### src/rtl/sbs_pkg.sv
package sbs_pkg;

  typedef enum logic [3:0] {
    CK_MEMRD = 4'd0,
    CK_MEMWR = 4'd1,
    CK_IORD  = 4'd2,
    CK_IOWR  = 4'd3,
    CK_FETCH = 4'd4,
    CK_INTA  = 4'd5,
    CK_HALT  = 4'd6,
    CK_SHUT  = 4'd7,
    CK_RSVD  = 4'd8
  } cycKind_t;

  typedef struct packed {
    logic latchCycle;
    logic captWrite;
    logic captRead;
  } dpCtrl_t;

  function automatic logic isReadKind(cycKind_t k);
    return (k == CK_MEMRD) || (k == CK_IORD) || (k == CK_FETCH);
  endfunction

  function automatic logic isWriteKind(cycKind_t k);
    return (k == CK_MEMWR) || (k == CK_IOWR);
  endfunction

  function automatic logic isIoKind(cycKind_t k);
    return (k == CK_IORD) || (k == CK_IOWR);
  endfunction

endpackage

### src/rtl/sbs_decode.sv
module sbs_decode
  import sbs_pkg::*;
(
  input  logic [1:0] statusN,
  input  logic       memNotIo,
  input  logic       codNotInta,
  input  logic       addrBit1,
  output cycKind_t   kind
);
  localparam logic [1:0] ST_READ  = 2'b10;  // S1 high, S0 low
  localparam logic [1:0] ST_WRITE = 2'b01;  // S1 low, S0 high
  localparam logic [1:0] ST_BOTH  = 2'b00;

  always_comb begin
    kind = CK_RSVD;
    unique case ({codNotInta, memNotIo})
      2'b11: if (statusN == ST_READ) kind = CK_FETCH;
      2'b10: begin
        if (statusN == ST_READ)       kind = CK_IORD;
        else if (statusN == ST_WRITE) kind = CK_IOWR;
      end
      2'b01: begin
        if (statusN == ST_READ)       kind = CK_MEMRD;
        else if (statusN == ST_WRITE) kind = CK_MEMWR;
        else if (statusN == ST_BOTH)  kind = addrBit1 ? CK_HALT : CK_SHUT;
      end
      default: if (statusN == ST_BOTH) kind = CK_INTA;
    endcase
  end
endmodule

### src/rtl/sbs_datapath.sv
module sbs_datapath
  import sbs_pkg::*;
#(
  parameter int ADDR_W    = 24,
  parameter int IO_ADDR_W = 16,
  parameter int DATA_W    = 16
)(
  input  logic                  clk,
  input  logic                  rstN,
  input  dpCtrl_t               ctrl,
  input  cycKind_t              decKind,
  input  logic [ADDR_W-1:0]     addrIn,
  input  logic                  bheN,
  input  logic [DATA_W-1:0]     dataIn,
  input  logic [DATA_W-1:0]     rspData,
  input  logic                  driveRead,
  output cycKind_t              kind,
  output logic [ADDR_W-1:0]     reqAddr,
  output logic [DATA_W/8-1:0]   reqLanes,
  output logic [DATA_W-1:0]     reqWrData,
  output logic [DATA_W-1:0]     dataOut,
  output logic [DATA_W/8-1:0]   dataOe
);
  localparam int LANES = DATA_W / 8;

  cycKind_t          kindQ;
  logic [ADDR_W-1:0] addrQ;
  logic [LANES-1:0]  lanesQ;
  logic [DATA_W-1:0] wrWordQ;
  logic [DATA_W-1:0] rdWordQ;
  logic [ADDR_W-1:0] addrMasked;
  logic [LANES-1:0]  laneEn;
  logic [DATA_W-1:0] packedWr;
  logic              singleLane;

  // high lane from the byte-high enable, low lane from the even address
  assign laneEn = {~bheN, ~addrIn[0]};

  always_comb begin
    addrMasked = addrIn;
    if (isIoKind(decKind))
      addrMasked = {{(ADDR_W-IO_ADDR_W){1'b0}}, addrIn[IO_ADDR_W-1:0]};
  end

  assign singleLane = ($countones(lanesQ) == 1);

  always_comb begin
    packedWr = '0;
    for (int i = 0; i < LANES; i++) begin
      if (lanesQ[i]) begin
        if (singleLane) packedWr[7:0]     = dataIn[8*i +: 8];
        else            packedWr[8*i +: 8] = dataIn[8*i +: 8];
      end
    end
  end

  always_ff @(posedge clk or negedge rstN) begin
    if (!rstN) begin
      kindQ   <= CK_MEMRD;
      addrQ   <= '0;
      lanesQ  <= '0;
      wrWordQ <= '0;
      rdWordQ <= '0;
    end else begin
      if (ctrl.latchCycle) begin
        kindQ  <= decKind;
        addrQ  <= addrMasked;
        lanesQ <= laneEn;
      end
      if (ctrl.captWrite) wrWordQ <= packedWr;
      if (ctrl.captRead)  rdWordQ <= rspData;
    end
  end

  for (genvar g = 0; g < LANES; g++) begin : gLane
    assign dataOut[8*g +: 8] = singleLane ? rdWordQ[7:0] : rdWordQ[8*g +: 8];
    assign dataOe[g]         = driveRead & lanesQ[g];
  end

  assign kind      = kindQ;
  assign reqAddr   = addrQ;
  assign reqLanes  = lanesQ;
  assign reqWrData = wrWordQ;
endmodule

### src/rtl/sbs_control.sv
module sbs_control
  import sbs_pkg::*;
(
  input  logic       clk,
  input  logic       rstN,
  input  logic       phaseTwo,
  input  logic [1:0] statusN,
  input  cycKind_t   kind,
  input  logic       rspValid,
  output dpCtrl_t    ctrl,
  output logic       reqValid,
  output logic       readyN,
  output logic       driveRead,
  output logic       intaStart,
  output logic       haltFlag,
  output logic       shutdownFlag,
  output logic       errorFlag
);
  typedef enum logic [2:0] {
    ST_IDLE, ST_CMD, ST_WAITRD, ST_DRIVE, ST_STOP
  } ctlState_t;

  ctlState_t state, stateNext;
  logic      haveData;
  logic      cycleStart;
  logic      rdKind, wrKind;

  assign rdKind     = isReadKind(kind);
  assign wrKind     = isWriteKind(kind);
  assign cycleStart = (state == ST_IDLE) && phaseTwo && (statusN != 2'b11);

  always_comb begin
    stateNext = state;
    unique case (state)
      ST_IDLE: if (cycleStart) stateNext = ST_CMD;
      ST_CMD: begin
        if (rdKind)              stateNext = (rspValid && !phaseTwo) ? ST_DRIVE : ST_WAITRD;
        else if (wrKind)         stateNext = ST_DRIVE;
        else if (kind == CK_INTA) stateNext = ST_IDLE;
        else                     stateNext = ST_STOP;
      end
      ST_WAITRD: if ((haveData || rspValid) && !phaseTwo) stateNext = ST_DRIVE;
      ST_DRIVE:  stateNext = ST_IDLE;
      default:   stateNext = ST_STOP;
    endcase
  end

  always_comb begin
    ctrl.latchCycle = cycleStart;
    ctrl.captWrite  = (state == ST_CMD) && wrKind;
    ctrl.captRead   = ((state == ST_CMD) || (state == ST_WAITRD)) && rdKind
                      && rspValid && !haveData;
  end

  always_ff @(posedge clk or negedge rstN) begin
    if (!rstN) begin
      state        <= ST_IDLE;
      haveData     <= 1'b0;
      haltFlag     <= 1'b0;
      shutdownFlag <= 1'b0;
      errorFlag    <= 1'b0;
    end else begin
      state <= stateNext;
      if (ctrl.captRead)          haveData <= 1'b1;
      else if (state == ST_DRIVE) haveData <= 1'b0;
      if (state == ST_CMD) begin
        if (kind == CK_HALT) haltFlag     <= 1'b1;
        if (kind == CK_SHUT) shutdownFlag <= 1'b1;
        if (kind == CK_RSVD) errorFlag    <= 1'b1;
      end
    end
  end

  assign reqValid  = ((state == ST_CMD) && rdKind) || ((state == ST_DRIVE) && wrKind);
  assign readyN    = (state != ST_DRIVE);
  assign driveRead = (state == ST_DRIVE) && rdKind;
  assign intaStart = (state == ST_CMD) && (kind == CK_INTA);
endmodule

### src/rtl/status_bus_slave.sv
module status_bus_slave
  import sbs_pkg::*;
#(
  parameter int ADDR_W    = 24,
  parameter int IO_ADDR_W = 16,
  parameter int DATA_W    = 16
)(
  input  logic                clk,
  input  logic                rstN,
  input  logic                phaseTwo,
  input  logic [1:0]          statusN,
  input  logic                memNotIo,
  input  logic                codNotInta,
  input  logic                bheN,
  input  logic [ADDR_W-1:0]   addrIn,
  input  logic [DATA_W-1:0]   dataIn,
  output logic [DATA_W-1:0]   dataOut,
  output logic [DATA_W/8-1:0] dataOe,
  output logic                readyN,
  output logic                reqValid,
  output logic [3:0]          reqKind,
  output logic [ADDR_W-1:0]   reqAddr,
  output logic [DATA_W/8-1:0] reqLanes,
  output logic [DATA_W-1:0]   reqWrData,
  input  logic                rspValid,
  input  logic [DATA_W-1:0]   rspData,
  output logic                intaStart,
  output logic                haltFlag,
  output logic                shutdownFlag,
  output logic                errorFlag
);
  cycKind_t decKind, kind;
  dpCtrl_t  ctrl;
  logic     driveRead;

  sbs_decode uDecode (
    .statusN    (statusN),
    .memNotIo   (memNotIo),
    .codNotInta (codNotInta),
    .addrBit1   (addrIn[1]),
    .kind       (decKind)
  );

  sbs_datapath #(.ADDR_W(ADDR_W), .IO_ADDR_W(IO_ADDR_W), .DATA_W(DATA_W)) uData (
    .clk       (clk),
    .rstN      (rstN),
    .ctrl      (ctrl),
    .decKind   (decKind),
    .addrIn    (addrIn),
    .bheN      (bheN),
    .dataIn    (dataIn),
    .rspData   (rspData),
    .driveRead (driveRead),
    .kind      (kind),
    .reqAddr   (reqAddr),
    .reqLanes  (reqLanes),
    .reqWrData (reqWrData),
    .dataOut   (dataOut),
    .dataOe    (dataOe)
  );

  sbs_control uCtrl (
    .clk          (clk),
    .rstN         (rstN),
    .phaseTwo     (phaseTwo),
    .statusN      (statusN),
    .kind         (kind),
    .rspValid     (rspValid),
    .ctrl         (ctrl),
    .reqValid     (reqValid),
    .readyN       (readyN),
    .driveRead    (driveRead),
    .intaStart    (intaStart),
    .haltFlag     (haltFlag),
    .shutdownFlag (shutdownFlag),
    .errorFlag    (errorFlag)
  );

  assign reqKind = kind;
endmodule

### config.mk
export PLATFORM = sky130hd
export DESIGN_NAME = status_bus_slave
export DESIGN_NICKNAME = d
export VERILOG_FILES = /design/src/rtl/sbs_pkg.sv /design/src/rtl/sbs_decode.sv /design/src/rtl/sbs_datapath.sv /design/src/rtl/sbs_control.sv /design/src/rtl/status_bus_slave.sv
export SDC_FILE = /design/constraint.sdc
export NUM_CORES = 1
export LEC_CHECK = 0
export ABC_AREA = 1
export BUFFER_PORTS_ARGS = -buffer_cell sky130_fd_sc_hd__buf_2
export CAP_MARGIN = 25
export CORE_ASPECT_RATIO = 1.5
export CORE_MARGIN = 2
export CORE_UTILIZATION = 52
export CTS_CLUSTER_SIZE = 8
export DETAILED_ROUTE_END_ITERATION = 8
export GPL_TIMING_DRIVEN = 1
export PLACE_DENSITY = 0.9
export SETUP_SLACK_MARGIN = 0.3
export SLEW_MARGIN = 5
export SYNTH_ARGS = -nofsm -noshare
export SYNTH_HDL_FRONTEND = slang
export SYNTH_SLANG_ARGS = --single-unit
### constraint.sdc
create_clock -name clk -period 3.2 [get_ports clk]
set_clock_uncertainty 0.05 [all_clocks]
set_input_delay 0.64 -clock clk [delete_from_list [all_inputs] [get_ports clk]]
set_output_delay 0.64 -clock clk [all_outputs]
set_load 0.005 [all_outputs]
==> impl_metrics.json <==
{
  "path_clk_slew_ns": 0.07,
  "finalMaxSlewViolations": 0,
  "cts_resized": 0,
  "muxShareOfSynthArea_pct": 0,
  "avgSynthCellArea_sq_um": 8.13,
  "yosys.area.top_type": "dfrtp_1",
  "grt_overflow_total": 0,
  "setup_violations": 0,
  "numCtsBuffers": 9,
  "powerDensity_nw_per_um2": 833,
  "ir_drop_mv": 0.472,
  "root_buffer": "clkbuf_8",
  "synth_top_area_share_pct": 51.4,
  "drive_gt1_share_pct": 30.8,
  "timing.rr.start": "uData.kind[0]",
  "routed-via-count": 3101,
  "num_rows": 35,
  "gp_congestion": 0.943,
  "synth_seq_cells": 69,
  "min_path_cells": 2,
  "status": "complete, no violations",
  "first_pass_iters": 4,
  "hold_viol_final": 0,
  "first_global_vias": 3028,
  "period_needed_ns": 2.70,
  "p_leak_uw": 0.00248,
  "yosys_warnings": 0,
  "synth_area_sq_um": 3360,
  "cts_setup_buffers": 0,
  "antenna_left": 0,
  "die_y_um": 102,
  "rsz0062_at_grt": "no",
  "synth.most_common_cell": "nand2_1",
  "cts_max_path_buffers": 2,
  "synth_top_family_by_area": "simple AND/OR/NAND/NOR gates",
  "cp_common_cell": "nand2_1",
  "slew_headroom_pct": 43.3,
  "drc": 0,
  "track_usage_pct": 23.5,
  "initial_core_util_pct": 54.4,
  "drtIter0Drc": 131,
  "crit_fanout": 13,
  "crit_chain": "clkinvlp_4 -> nand2_2 -> nand2_1 -> nand2_1 -> nand2_1 -> buf_2",
  "synth_common_cells": "nand2_1 (195), dfrtp_1 (69), nand3_1 (61), inv_1 (19), buf_4 (12)",
  "yosys.area_share.simple_pct": 36.8,
  "cts_tree": "built",
  "slowest_delay_ns": 0.62,
  "vias_per_cell": 5.03,
  "synth_cell_type_count": 27,
  "min_to": "uData.reqAddr[14]",
  "path_buf_inv": 2,
  "hpwlAfterDp_mm": 5.92,
  "crit_path_top_delay_cell": "dfrtp_1",
  "synth_edf_count": 0,
  "grt_pass1_wl_mm": 13.3,
  "reg2reg_setup_slack_ns": 1.63,
  "fmax_ghz": 0.371,
  "worstHoldStart": "uData.reqAddr[14]",
  "synth_nets": 483,
  "synthXorXnorAreaFrac_pct": 0,
  "port_buffers": 134,
  "synth_area_leaders": "dfrtp_1 (51%), nand2_1 (22%), nand3_1 (9.1%)",
  "reg2regPathDepth": 6,
  "htreeDepth": 3,
  "antenna_cells": 0,
  "synth_fa_ha_area_share_pct": 1.86,
  "whs_ns": 0.421,
  "max_slew.worst_pin.slew_ns": 0.850,
  "synth_compound_area_share_pct": 2.46,
  "syn-instance-count": 413,
  "drt-total-wl_mm": 8.18,
  "layout.nets": 609,
  "tns_ns": 0,
  "ys_dominant_reg_cell": "dfrtp_1",
  "clkSinkCount": 69,
  "hold_class": "reg -> reg",
  "die-area_sq_um": 7130,
  "cts_hold_buffers": 0,
  "cp.required_ns": 2.51,
  "worst_r2r_endpoint": "uData.rdWordQ[14]",
  "maxCapViolCount": 0,
  "die_w_um": 69.6,
  "syn_to_final_growth_pct": 25.4,
  "grt_max_degree": 70,
  "crit_path_start_kind": "register",
  "crit_arrival_ns": 2.01,
  "core_sq_um": 6170,
  "ioPinCount": 135,
  "final_util_pct": 68.2,
  "crit_path_end_kind": "primary output",
  "wl_per_cell_um": 13.2,
  "ys_async_sr_fraction_pct": 100,
  "crit_family": "simple AND/OR/NAND/NOR gates",
  "crit_type": "reg -> out",
  "synth-seq-area-share_pct": 51.4,
  "clk_latency_ns": 0.33,
  "fin_crit_sh_pct": 84.3,
  "antenna_found_initial": 0
}
==> through the flow <==
stage	area (sq um)	worst slack [ns]	power, uW	cells
2_1_floorplan	3360	1.46	2170	413
3_3_place_gp	3970	0.898	2620	602
3_5_place_dp	3970	0.839	2680	602
4_1_cts	4210	0.455	3540	617
5_1_grt	4210	0.327	3760	617
6_report	4210	0.503	3510	617
==> how the worst max path moves through the flow <==
stage                                 start          end  slack (ns)  cells after the start
after global placement    uData.reqLanes[0]  dataOut[10]        0.90                      6
final                     uData.reqLanes[0]  dataOut[15]        0.50                      6
after CTS                 uData.reqLanes[0]  dataOut[15]        0.45                      6
after detailed placement  uData.reqLanes[0]   dataOut[9]        0.84                      6
after floorplan           uData.reqLanes[0]  dataOut[10]        1.46                      5
after global routing      uData.reqLanes[0]  dataOut[15]        0.33                      6
==> worst reg2reg max path, stage by stage, from the launching register on <==
cell and delay [ns]:
dfrtp_1 0.49, nor2_4 0.21, nand2_4 0.11, nor2_8 0.26, nand2_4 0.19, nand2_1 0.10
nand2_1 0.05
==> where the power goes <==
| group | internal (uW) | switching [uW] | total [uW] |
|---|---|---|---|
| sequential | 1220 | 288 | 1510 |
| combinational | 498 | 659 | 1160 |
| clock | 515 | 323 | 837 |
==> sequential cells by signal, summed over array words and instances (netlist names) <==
name	flops
uCtrl.errorFlag	1
uData.kind	4
uCtrl.haltFlag	1
uCtrl.state	3
uCtrl.haveData	1
uData.reqWrData	16
uData.reqLanes	2
uCtrl.shutdownFlag	1
uData.reqAddr	24
uData.rdWordQ	16
==> cells in the final DEF (no fill, tap or decap), types with 5 or more instances in the layout <==
cell	n
nand2_1	195
buf_2	134
dfrtp_1	69
nand3_1	61
inv_1	19
nor2_1	11
clkbuf_8	9
o21ai_0	8
ha_1	5
==> cell families (layout without fill, tap and decap cells) <==
logic type                 Yosys count  in the layout
buffers and inverters               43            173
AOI/OAI and AO/OA                   14             14
DFF                                 69             69
adders and majority gates            5              5
and+or+nand+nor                    282            282
==> routing by layer <==
metal | up-vias | GRT usage (%) | share of wire [%]
met5 | - | 0 | 0
met3 | 17 | 5.62 | 5.6
met2 | 102 | 40.5 | 53
met4 | 0 | 11.6 | 2.4
met1 | 1445 | 27.5 | 39
li1 | 1537 | - | -
==> layout make-up <==
| class | count | area (sq um) |
|---|---|---|
| Tap cell | 74 | 92.6 |
| Clock buffer | 9 | 124 |
| Fill cell | 544 | 1970 |
| Clock inverter | 6 | 111 |
| Timing Repair Buffer | 136 | 686 |
| Sequential cell | 69 | 1730 |
| Multi-Input combinational cell | 301 | 1380 |
| Inverter | 22 | 88.8 |
Power figures use the tool's default switching activity.
